--- src/rtl/cfg_loader_pkg.sv ---
package cfg_loader_pkg;
    localparam int WORD_W    = 32;
    localparam int NUM_WORDS = 9;
    localparam int IDX_W     = $clog2(NUM_WORDS);
    localparam int BIT_W     = $clog2(WORD_W);

    typedef logic [WORD_W-1:0] word_t;
    typedef logic [IDX_W-1:0]  idx_t;
    typedef logic [BIT_W-1:0]  bitcnt_t;

    typedef struct packed {
        logic  valid;
        word_t data;
    } word_evt_t;

    function automatic int gap_cycles(input int clk_hz, input int min_hz);
        return clk_hz / min_hz;
    endfunction
endpackage

--- src/rtl/ser_edge_sync.sv ---
module ser_edge_sync #(
    parameter int STAGES = 2
) (
    input  logic clk,
    input  logic rst,
    input  logic sck_in,
    input  logic sdi_in,
    output logic sck_fall,
    output logic sdi_s
);
    logic [STAGES-1:0] sck_q;
    logic [STAGES-1:0] sdi_q;
    logic              sck_prev;

    always_ff @(posedge clk) begin
        if (rst) begin
            sck_q    <= '1;
            sdi_q    <= '0;
            sck_prev <= 1'b1;
        end else begin
            sck_q    <= {sck_q[STAGES-2:0], sck_in};
            sdi_q    <= {sdi_q[STAGES-2:0], sdi_in};
            sck_prev <= sck_q[STAGES-1];
        end
    end

    assign sck_fall = sck_prev & ~sck_q[STAGES-1];
    assign sdi_s    = sdi_q[STAGES-1];
endmodule

--- src/rtl/sck_gap_timer.sv ---
module sck_gap_timer #(
    parameter int LIMIT = 41666
) (
    input  logic clk,
    input  logic rst,
    input  logic edge_seen,
    output logic timeout
);
    localparam int CW = $clog2(LIMIT + 1);
    logic [CW-1:0] gap_cnt;

    always_ff @(posedge clk) begin
        if (rst || edge_seen)
            gap_cnt <= '0;
        else if (gap_cnt != CW'(LIMIT))
            gap_cnt <= gap_cnt + 1'b1;
    end

    assign timeout = !edge_seen && (gap_cnt == CW'(LIMIT - 1));
endmodule

--- src/rtl/word_shifter.sv ---
module word_shifter
    import cfg_loader_pkg::*;
(
    input  logic      clk,
    input  logic      rst,
    input  logic      enable,
    input  logic      bit_strobe,
    input  logic      bit_in,
    input  logic      flush,
    output bitcnt_t   bit_cnt,
    output word_evt_t evt
);
    word_t shreg;
    word_t next_word;

    assign next_word = {shreg[WORD_W-2:0], bit_in};

    always_ff @(posedge clk) begin
        if (rst) begin
            shreg   <= '0;
            bit_cnt <= '0;
            evt     <= '0;
        end else begin
            evt.valid <= 1'b0;
            if (enable && bit_strobe) begin
                shreg <= next_word;
                if (bit_cnt == bitcnt_t'(WORD_W - 1)) begin
                    bit_cnt   <= '0;
                    evt.valid <= 1'b1;
                    evt.data  <= next_word;
                end else begin
                    bit_cnt <= bit_cnt + 1'b1;
                end
            end else if (flush) begin
                bit_cnt <= '0;
            end
        end
    end
endmodule

--- src/rtl/batch_store.sv ---
module batch_store
    import cfg_loader_pkg::*;
(
    input  logic      clk,
    input  logic      rst,
    input  word_evt_t evt,
    output idx_t      cur_idx,
    output logic      done,
    input  idx_t      rd_sel,
    output word_t     rd_word
);
    word_t mem [NUM_WORDS];

    always_ff @(posedge clk) begin
        if (rst) begin
            cur_idx <= '0;
            done    <= 1'b0;
        end else if (evt.valid && !done) begin
            if (cur_idx == idx_t'(NUM_WORDS - 1))
                done <= 1'b1;
            else
                cur_idx <= cur_idx + 1'b1;
        end
    end

    for (genvar g = 0; g < NUM_WORDS; g++) begin : g_slot
        always_ff @(posedge clk) begin
            if (rst)
                mem[g] <= '0;
            else if (evt.valid && !done && cur_idx == idx_t'(g))
                mem[g] <= evt.data;
        end
    end

    always_comb begin
        rd_word = '0;
        for (int i = 0; i < NUM_WORDS; i++)
            if (rd_sel == idx_t'(i))
                rd_word = mem[i];
    end
endmodule

--- src/rtl/cfg_batch_loader.sv ---
module cfg_batch_loader
    import cfg_loader_pkg::*;
#(
    parameter int CLK_HZ      = 50_000_000,
    parameter int MIN_SCK_HZ  = 1200,
    parameter int SYNC_STAGES = 2
) (
    input  logic        clk,
    input  logic        rst,
    input  logic        ser_clk,
    input  logic        ser_dat,
    output logic        wr_valid,
    output logic [3:0]  wr_idx,
    output logic [31:0] wr_data,
    output logic        load_done,
    input  logic [3:0]  rd_sel,
    output logic [31:0] rd_word
);
    localparam int GAP_LIMIT = gap_cycles(CLK_HZ, MIN_SCK_HZ);

    logic      sck_fall;
    logic      sdi_s;
    logic      gap_timeout;
    bitcnt_t   bit_cnt;
    word_evt_t evt;
    idx_t      cur_idx;

    ser_edge_sync #(.STAGES(SYNC_STAGES)) sync_i (
        .clk(clk), .rst(rst), .sck_in(ser_clk), .sdi_in(ser_dat),
        .sck_fall(sck_fall), .sdi_s(sdi_s)
    );

    sck_gap_timer #(.LIMIT(GAP_LIMIT)) gap_i (
        .clk(clk), .rst(rst), .edge_seen(sck_fall), .timeout(gap_timeout)
    );

    word_shifter shift_i (
        .clk(clk), .rst(rst), .enable(!load_done), .bit_strobe(sck_fall),
        .bit_in(sdi_s), .flush(gap_timeout), .bit_cnt(bit_cnt), .evt(evt)
    );

    batch_store store_i (
        .clk(clk), .rst(rst), .evt(evt), .cur_idx(cur_idx), .done(load_done),
        .rd_sel(rd_sel), .rd_word(rd_word)
    );

    assign wr_valid = evt.valid;
    assign wr_data  = evt.data;
    assign wr_idx   = cur_idx;
endmodule

--- config.mk ---
export PLATFORM = sky130hd
export DESIGN_NAME = cfg_batch_loader
export DESIGN_NICKNAME = d
export VERILOG_FILES = /design/src/rtl/cfg_loader_pkg.sv /design/src/rtl/ser_edge_sync.sv /design/src/rtl/sck_gap_timer.sv /design/src/rtl/word_shifter.sv /design/src/rtl/batch_store.sv /design/src/rtl/cfg_batch_loader.sv
export SDC_FILE = /design/constraint.sdc
export NUM_CORES = 1
export LEC_CHECK = 0
export BUFFER_PORTS_ARGS = -buffer_cell sky130_fd_sc_hd__buf_2
export CAP_MARGIN = 20
export CORE_MARGIN = 1
export CORE_UTILIZATION = 55
export DETAILED_ROUTE_END_ITERATION = 10
export GPL_TIMING_DRIVEN = 1
export PLACE_DENSITY = 0.75
export SETUP_SLACK_MARGIN = 0.15
export SYNTH_ARGS = -nofsm -noshare
export SYNTH_HDL_FRONTEND = slang
export SYNTH_SLANG_ARGS = --single-unit
--- constraint.sdc ---
create_clock -name clk -period 2 [get_ports clk]
set_clock_uncertainty 0.05 [all_clocks]
set_input_delay 0.3 -clock clk [delete_from_list [all_inputs] [get_ports clk]]
set_output_delay 0.3 -clock clk [all_outputs]
set_load 0.01 [all_outputs]
Word level (Yosys, flattened, before mapping)
Memory sizes are Yosys's and may differ from the RTL's. Index checks and enable logic that the tools add are counted.

Add/subtract/negate cells: 3. Mux-type cells: 51. Reductions and logical operators: 22. Equality and inequality tests: 19. Bitwise gates (word level): 13.

Operator list (number): $mux 32 (18); $mux 33 (1); $eq 4x3->1 const B (8); $mux 1 (29); $add 16x1->16 const B (1); $eq 16x16->1 const B (1); $eq 4x2->1 const B (4); $ne 16x16->1 const B (1); $mux 5 (3); $logic_and 1x1->1 (12); $or 1x1->1 (9); $eq 4x1->1 const B (2); $eq 4x4->1 const B (2); $logic_not 4->1 (2); $reduce_and 2->1 (3); $add 5x1->5 const B (1); $eq 5x5->1 const B (1); $add 4x1->4 const B (1); $not 1->1 (3); $logic_not 1->1 (2); $reduce_bool 2->1 (1); $reduce_or 2->1 (1); $and 1x1->1 (1); $logic_or 1x1->1 (1).

Logic and storage cells: 119. Flip-flop bits (word level): 95. Bits in writable memories: 288. Output and inout bits: 70. Memories: 1. Bits of input ports: 8.

Memories: store_i.mem (depth 9, bits a word 32, rd ports 9, clocked after memory_dff 0, write ports 9, line batch_store.sv:12) `word_t mem [NUM_WORDS];`.

Longest topological paths before layout
Gate-level depths: netlist (run 1).

Depth in word-level cells: 10. Mapped depth: 8. Depth with buffers taken out: 7.

Cells and area by module
Synthesis (run 1) repeated with hierarchy kept, for this count alone.

Cells, all modules: 1602. Area, all modules: 17580.6 sq um.

By module, submodules not included: batch_store (seq. area each 8748.4 sq um, instances 1, cells an instance 1189, area an instance 14183.6 sq um); word_shifter (seq. area each 1381.3 sq um, instances 1, cells an instance 308, area an instance 2434.8 sq um); sck_gap_timer (seq. area each 320.3 sq um, instances 1, cells an instance 93, area an instance 820.8 sq um); ser_edge_sync (seq. area each 100.1 sq um, instances 1, cells an instance 11, area an instance 137.6 sq um); cfg_batch_loader (seq. area each 0.0 sq um, instances 1, cells an instance 1, area an instance 3.8 sq um).

Worst setup path after synthesis (run 1)
Ideal clock, no wire load.

Kind: flip-flop to flip-flop. From: register store_i.cur_idx[0]. To: memory store_i.mem[8][0] (netlist bit) (enable). Clock period less this slack: 2.262 ns. Setup time: 0.395 ns. Setup slack: -0.262 ns. Data required time: 1.555 ns. Path buffers: 0. Arrival: 1.818 ns. Stages on the path, launching flop included: 5. Cell sequence: dfxtp_1 > inv_1 > ha_1 > nand4_4 > nand2b_1.

RTL lines: from (decl) (line batch_store.sv:7) `output idx_t cur_idx,`; from (signal assigned) (line batch_store.sv:22) `cur_idx <= cur_idx + 1'b1;`; to (decl) (line batch_store.sv:12).

==> results of run 1 <==
[kinds of logic (layout without fill, tap and decap cells)]
kind of cell | count (synthesis) | after routing | synth area share
AND/OR/NAND/NOR | 622 | 622 | 0.182
buffers and inverters | 142 | 304 | 0.0396
multiplexers | 81 | 81 | 0.0549
AO/OA/AOI/OAI | 269 | 269 | 0.102
adder cells (fa/ha/maj) | 9 | 9 | 0.00647
XOR/XNOR | 17 | 17 | 0.00855
flip-flops | 383 | 383 | 0.606
[cells in the mapped netlist (all sizes together), types with 4 or more instances]
| cell type | instances |
|---|---|
| xnor2 | 10 |
| nor2b | 9 |
| o32a | 4 |
| o21ai | 11 |
| inv | 26 |
| nor2 | 199 |
| mux2 | 46 |
| and2 | 146 |
| nor4b | 7 |
| edfxtp | 288 |
| mux4 | 7 |
| nor4 | 6 |
| nand4 | 10 |
| o221a | 6 |
| a22oi | 21 |
| o211ai | 6 |
| mux2i | 28 |
| nand2 | 171 |
| clkbuf | 54 |
| o22ai | 22 |
| nand3b | 6 |
| o221ai | 24 |
| dfxtp | 95 |
| ha | 9 |
| a21boi | 4 |
| a311oi | 4 |
| o22a | 10 |
| xor2 | 7 |
| nand3 | 16 |
| buf | 62 |
| nand2b | 33 |
| o21a | 20 |
| a21oi | 110 |
| a211oi | 18 |
[state kept, by name (all words and copies together), names as in the netlist]
signal	flops
sync_i.sdi_q	2
shift_i.evt	33
gap_i.gap_cnt	16
shift_i.bit_cnt	5
store_i.done	1
sync_i.sck_q	2
shift_i.shreg	31
store_i.cur_idx	4
store_i.mem	288
sync_i.sck_prev	1
[power breakdown]
part | total [mW] | leakage (nW) | switching [mW] | internal [mW]
combinational | 1.28 | 3.12 | 0.727 | 0.553
sequential | 8.80 | 3.74 | 0.0786 | 8.72
clock | 6.89 | 0.587 | 2.97 | 3.92
total | 17.0 | 7.45 | 3.78 | 13.2
[worst max-delay path, delay by kind of cell (launching register included)]
family | cells | cell delay, ps
mux | 1 | 520
flops | 1 | 390
compound gates | 2 | 270
buf+inv | 1 | 160
simple gates | 1 | 80
[worst paths after layout]
check | start | to
worst max register to register | store_i.cur_idx[0] | store_i.mem[7][13]
worst max-delay path | store_i.mem[3][4] | rd_word[4]
worst min-delay path | rst | shift_i.evt[32]
worst min register to register | sync_i.sck_q[0] | sync_i.sck_q[1]
[cell type report]
cell class / instances / area share
Sequential cell: 383 / 0.506
Multi-Input combinational cell: 998 / 0.321
Timing Repair Buffer: 208 / 0.0872
Clock buffer: 51 / 0.0517
Tap cell: 396 / 0.0238
Clock inverter: 19 / 0.00564
Inverter: 26 / 0.00468
[routing by layer]
metal,part of all wire,track usage,vias to the layer above
met4,0.033,0.110,0
met5,0,0,-
met2,0.49,0.467,597
met1,0.40,0.361,6048
met3,0.086,0.0565,98
li1,-,-,5689
[timing repair]
action | 4_1_cts | 5_1_grt
setup endpoints to repair | 85 | 116
hold buffers | 2 | 0
pin swaps | 47 | 31
gates cloned | 2 | 1
setup buffers | 3 | 4
gates resized for setup | 83 | 53
endpoints found under the hold margin | 2 | 0
==> flow_summary.toml, run 1 <==
[yosys]
syn_inst = 1523
yosys.area.top_type_share = 0.497
synth_nets = 1540
yosysWarnings = 0
synth_edf_count = 288
yosysSeqAreaShare = 0.606
yosys_register_bits = 383
synth.largest_area_cell = "edfxtp_1"
syn-mean-instance-area_um2 = 11.4
yosysUniqueCellTypes = 67
synth_ff_type = "edfxtp_1"
netlist_area_mm2 = 0.0174
async_reset_ff_frac = 0
yosys-top-cells-area = "edfxtp_1, dfxtp_1, and2_1, nor2_1, nand2_1"

[final_layout]
seqCellArea_mm2 = 0.0106
fin_nets = 1673
layout_commonest_cell = "edfxtp_1"
multi_input_area_mm2 = 0.00668
layout.cells.non_filler = 2081
fillers = 2094
drive_above_1_share = 0.261
area_delta_synth_final_pct = 19.7
post-route-cell-area_mm2 = 0.0208
antennaDiodeCount = 0
fin_util = 0.676
most-common-layout-cells = "edfxtp_1, nor2_1, nand2_1"

[cts]
clock_sink_count = 383
htree_levels = 2
cts_tree = "done"
clock_path_buffers = 3
cts_buffers = 39
clkTransAtPathRegs_ps = 60
root_buffer = "clkbuf_16"
clk-insertion-delay-late_ps = 530

[timing]
worstMarginPinSlew_ps = 610
worst_slack_ps = -285
max_slew_margin = 0.593
holdWs_ps = 88.8
rsz0062_at_grt = "yes"
finalCriticalPeriod_ps = 2280
tns_ps = -2150
setup_viol = 29
max_clock_freq_mhz = 438
post-route-period-util = 1.14
slew_viol_final = 0
hold_viol_final = 0

[route]
wire_per_inst_um = 21.9
routed_via_density = 5.97
routed_wl_um = 45500
dr.pass1.iters = 8
drcViolationCount = 5
routed-via-count = 12400
drt_iter0_drc = 1364
final_antenna_net_count = 0

[grt]
grt_max_degree = 37
gr-total-overflow = 0
antenna_found_initial = 0
grt_first_pass_wirelength_um = 69800
track_usage = 0.280
grt_pass1_vias = 12300

[critical_path]
cp_max_fo = 1
critPathRequiredTime_ps = 1650
crit_slowest_cell = "mux4_2"
crit_arrival_ps = 1930
reg2reg_slack_ps = 240
critPathKind = "reg -> out"
worstSetupStartpointType = "flop"
cp-end-kind = "output pin"
ff2ff_path_depth = 6
slowest_delay_ps = 520
path_cells = "mux4_2, nand2_2, o221ai_2, o221a_1, buf_2"

[floorplan]
core-area_mm2 = 0.0308
initial_core_util = 0.565
pin_count = 78
placementRows = 64
fp.dieW_um = 180
die_h_um = 180
dieArea_mm2 = 0.0324

[worst_hold_path]
hold_depth = 2
min_path_type = "in -> reg"

[pwr]
power_mw = 17.0
peakVddDrop_uv = 748
powerDensity_mw_per_mm2 = 815
leakagePower_nw = 7.45

[status]
violations = "DRC, setup timing"
outcome = "finished, violations left"

[place]
post-place-cells = 1999
gp_congestion = 0.879
dpl_worst_slack_ps = -142
dpl.hpwl_um = 29500
placed_cell_area_mm2 = 0.0189
numPortBuffers = 77

[flow_run]
cap_violations = 0
No activity file was read; power rests on OpenSTA's default activity.
==> inputs of run 2 (changes only) <==
--- a/config.mk
+++ b/config.mk
@@ -8,10 +8,10 @@
 export BUFFER_PORTS_ARGS = -buffer_cell sky130_fd_sc_hd__buf_2
 export CAP_MARGIN = 20
 export CORE_MARGIN = 1
-export CORE_UTILIZATION = 55
+export CORE_UTILIZATION = 56
 export DETAILED_ROUTE_END_ITERATION = 10
 export GPL_TIMING_DRIVEN = 1
-export PLACE_DENSITY = 0.75
+export PLACE_DENSITY = 0.76
 export SETUP_SLACK_MARGIN = 0.15
 export SYNTH_ARGS = -nofsm -noshare
 export SYNTH_HDL_FRONTEND = slang
==> run 2 against run 1 <==
The run ends with setup timing left. Wire length increased by 0.84%. Register-to-register slack about the same. Sequential power about the same. Global-route usage increased by 0.74 points. Utilization increased by 0.59 points. Cell count unchanged. Largest cell class unchanged. First-iteration DRC count decreased by 15%. Count of clock-buffer cells in the layout increased by 5. Design area about the same.
==> flow_summary.toml, run 2 (same netlist as run 1, synthesis figures left out) <==
[status]
outcome = "finished, violations left"
violations = "setup timing"

[cts]
htree_levels = 2
clk-insertion-delay-late_ps = 520
root_buffer = "clkbuf_16"
clock_sink_count = 383
clkTransAtPathRegs_ps = 60
cts_tree = "done"
cts_buffers = 39
clock_path_buffers = 3

[place]
dpl.hpwl_um = 29700
post-place-cells = 2008
gp_congestion = 0.842
placed_cell_area_mm2 = 0.0191
numPortBuffers = 77
dpl_worst_slack_ps = -185

[timing]
post-route-period-util = 1.13
rsz0062_at_grt = "yes"
worstMarginPinSlew_ps = 595
finalCriticalPeriod_ps = 2260
max_clock_freq_mhz = 442
worst_slack_ps = -261
tns_ps = -2440
setup_viol = 28
max_slew_margin = 0.603
hold_viol_final = 0
slew_viol_final = 0

[route]
final_antenna_net_count = 0
drt_iter0_drc = 1157
drcViolationCount = 0
routed_wl_um = 45900
dr.pass1.iters = 5
routed_via_density = 6.06
routed-via-count = 12600
wire_per_inst_um = 22.0

[pwr]
powerDensity_mw_per_mm2 = 818
leakagePower_nw = 7.50
power_mw = 17.1
peakVddDrop_uv = 720

[critical_path]
path_cells = "mux4_2, nand2_2, o221ai_2, o221a_1, buf_2"
reg2reg_slack_ps = 230
critPathRequiredTime_ps = 1650
crit_end = "rd_word[4]"
critical-path-top-delay-family = "multiplexers"
critPathKind = "reg -> out"
path_buf_inv = 1
ff2ff_path_depth = 8
r2r-end = "shift_i.bit_cnt[3]"
cp_max_fo = 1
critPathLaunch = "store_i.mem[0][4]"
crit_arrival_ps = 1910
slowest_delay_ps = 500
crit_slowest_cell = "mux4_2"
cp-end-kind = "output pin"
cp.depth = 5
worstSetupStartpointType = "flop"
worstReg2RegStart = "shift_i.bit_cnt[0]"

[final_layout]
most-common-layout-cells = "edfxtp_1, nor2_1, nand2_1"
drive_above_1_share = 0.252
fillers = 2138
fin_nets = 1678
layout_commonest_cell = "edfxtp_1"
reg_top3 = "store_i.mem x288, shift_i.evt x33, shift_i.shreg x31"
post-route-cell-area_mm2 = 0.0209
regMostFlops = "store_i.mem"
largest_reg_flops = 288
area_delta_synth_final_pct = 19.8
antennaDiodeCount = 0
seqCellArea_mm2 = 0.0106
layout.cells.non_filler = 2081
multi_input_area_mm2 = 0.00665

[floorplan]
initial_core_util = 0.569
dieArea_mm2 = 0.0318
fp.dieW_um = 178
placementRows = 64
pin_count = 78
die_h_um = 178
core-area_mm2 = 0.0306

[worst_hold_path]
min_path_type = "in -> reg"
min_from = "rst"

[flow_run]
cap_violations = 0

[grt]
grt_first_pass_wirelength_um = 68400
antenna_found_initial = 0
grt_pass1_vias = 12100
grt_max_degree = 37
track_usage = 0.288
gr-total-overflow = 0
[run 2: worst min path at each step]
stage                            to  depth (start not counted)  slack [ps]
floorplan           sync_i.sck_q[1]                          1         340
global placement    sync_i.sck_q[1]                          1         350
detailed placement  sync_i.sck_q[1]                          1         340
CTS                 sync_i.sdi_q[1]                          2         180
global route        sync_i.sdi_q[1]                          2         210
finish              sync_i.sdi_q[1]                          2         190
[run 2: metal layers]
layer | routed length [µm] | track usage | part of all wire
met5 | 0 | 0 | 0
met4 | 1510 | 0.114 | 0.033
met3 | 3640 | 0.0454 | 0.079
met2 | 22400 | 0.476 | 0.49
met1 | 18300 | 0.381 | 0.40
[run 2: layout make-up]
type                    instances  area share
clock buffers                  56      0.0536
flip-flops and latches        383       0.506
inverters                      26     0.00468
multi-input cells             998       0.319
well taps                     396      0.0238
clock inverters                 9     0.00432
repair buffers                213      0.0890
[run 2: power breakdown]
part	internal, mW	total [mW]	switching (mW)
Clock	4.12	7.00	2.88
Sequential	8.72	8.80	0.0794
Combinational	0.547	1.26	0.714
[run 2: timing repair]
| action | in CTS | in global routing |
|---|---|---|
| hold buffers | 2 | 0 |
| setup buffers | 1 | 5 |
| endpoints found under the hold margin | 2 | 0 |
| endpoints found under the setup margin | 85 | 127 |
| gates resized for setup | 54 | 51 |
| pin swaps | 21 | 19 |
[run 2: per-stage QoR]
step	hold slack [ps]	util
after floorplan	339	-
after global placement	346	0.624
after detailed placement	343	0.624
after CTS	183	0.673
after global routing	207	0.682
final	188	0.682
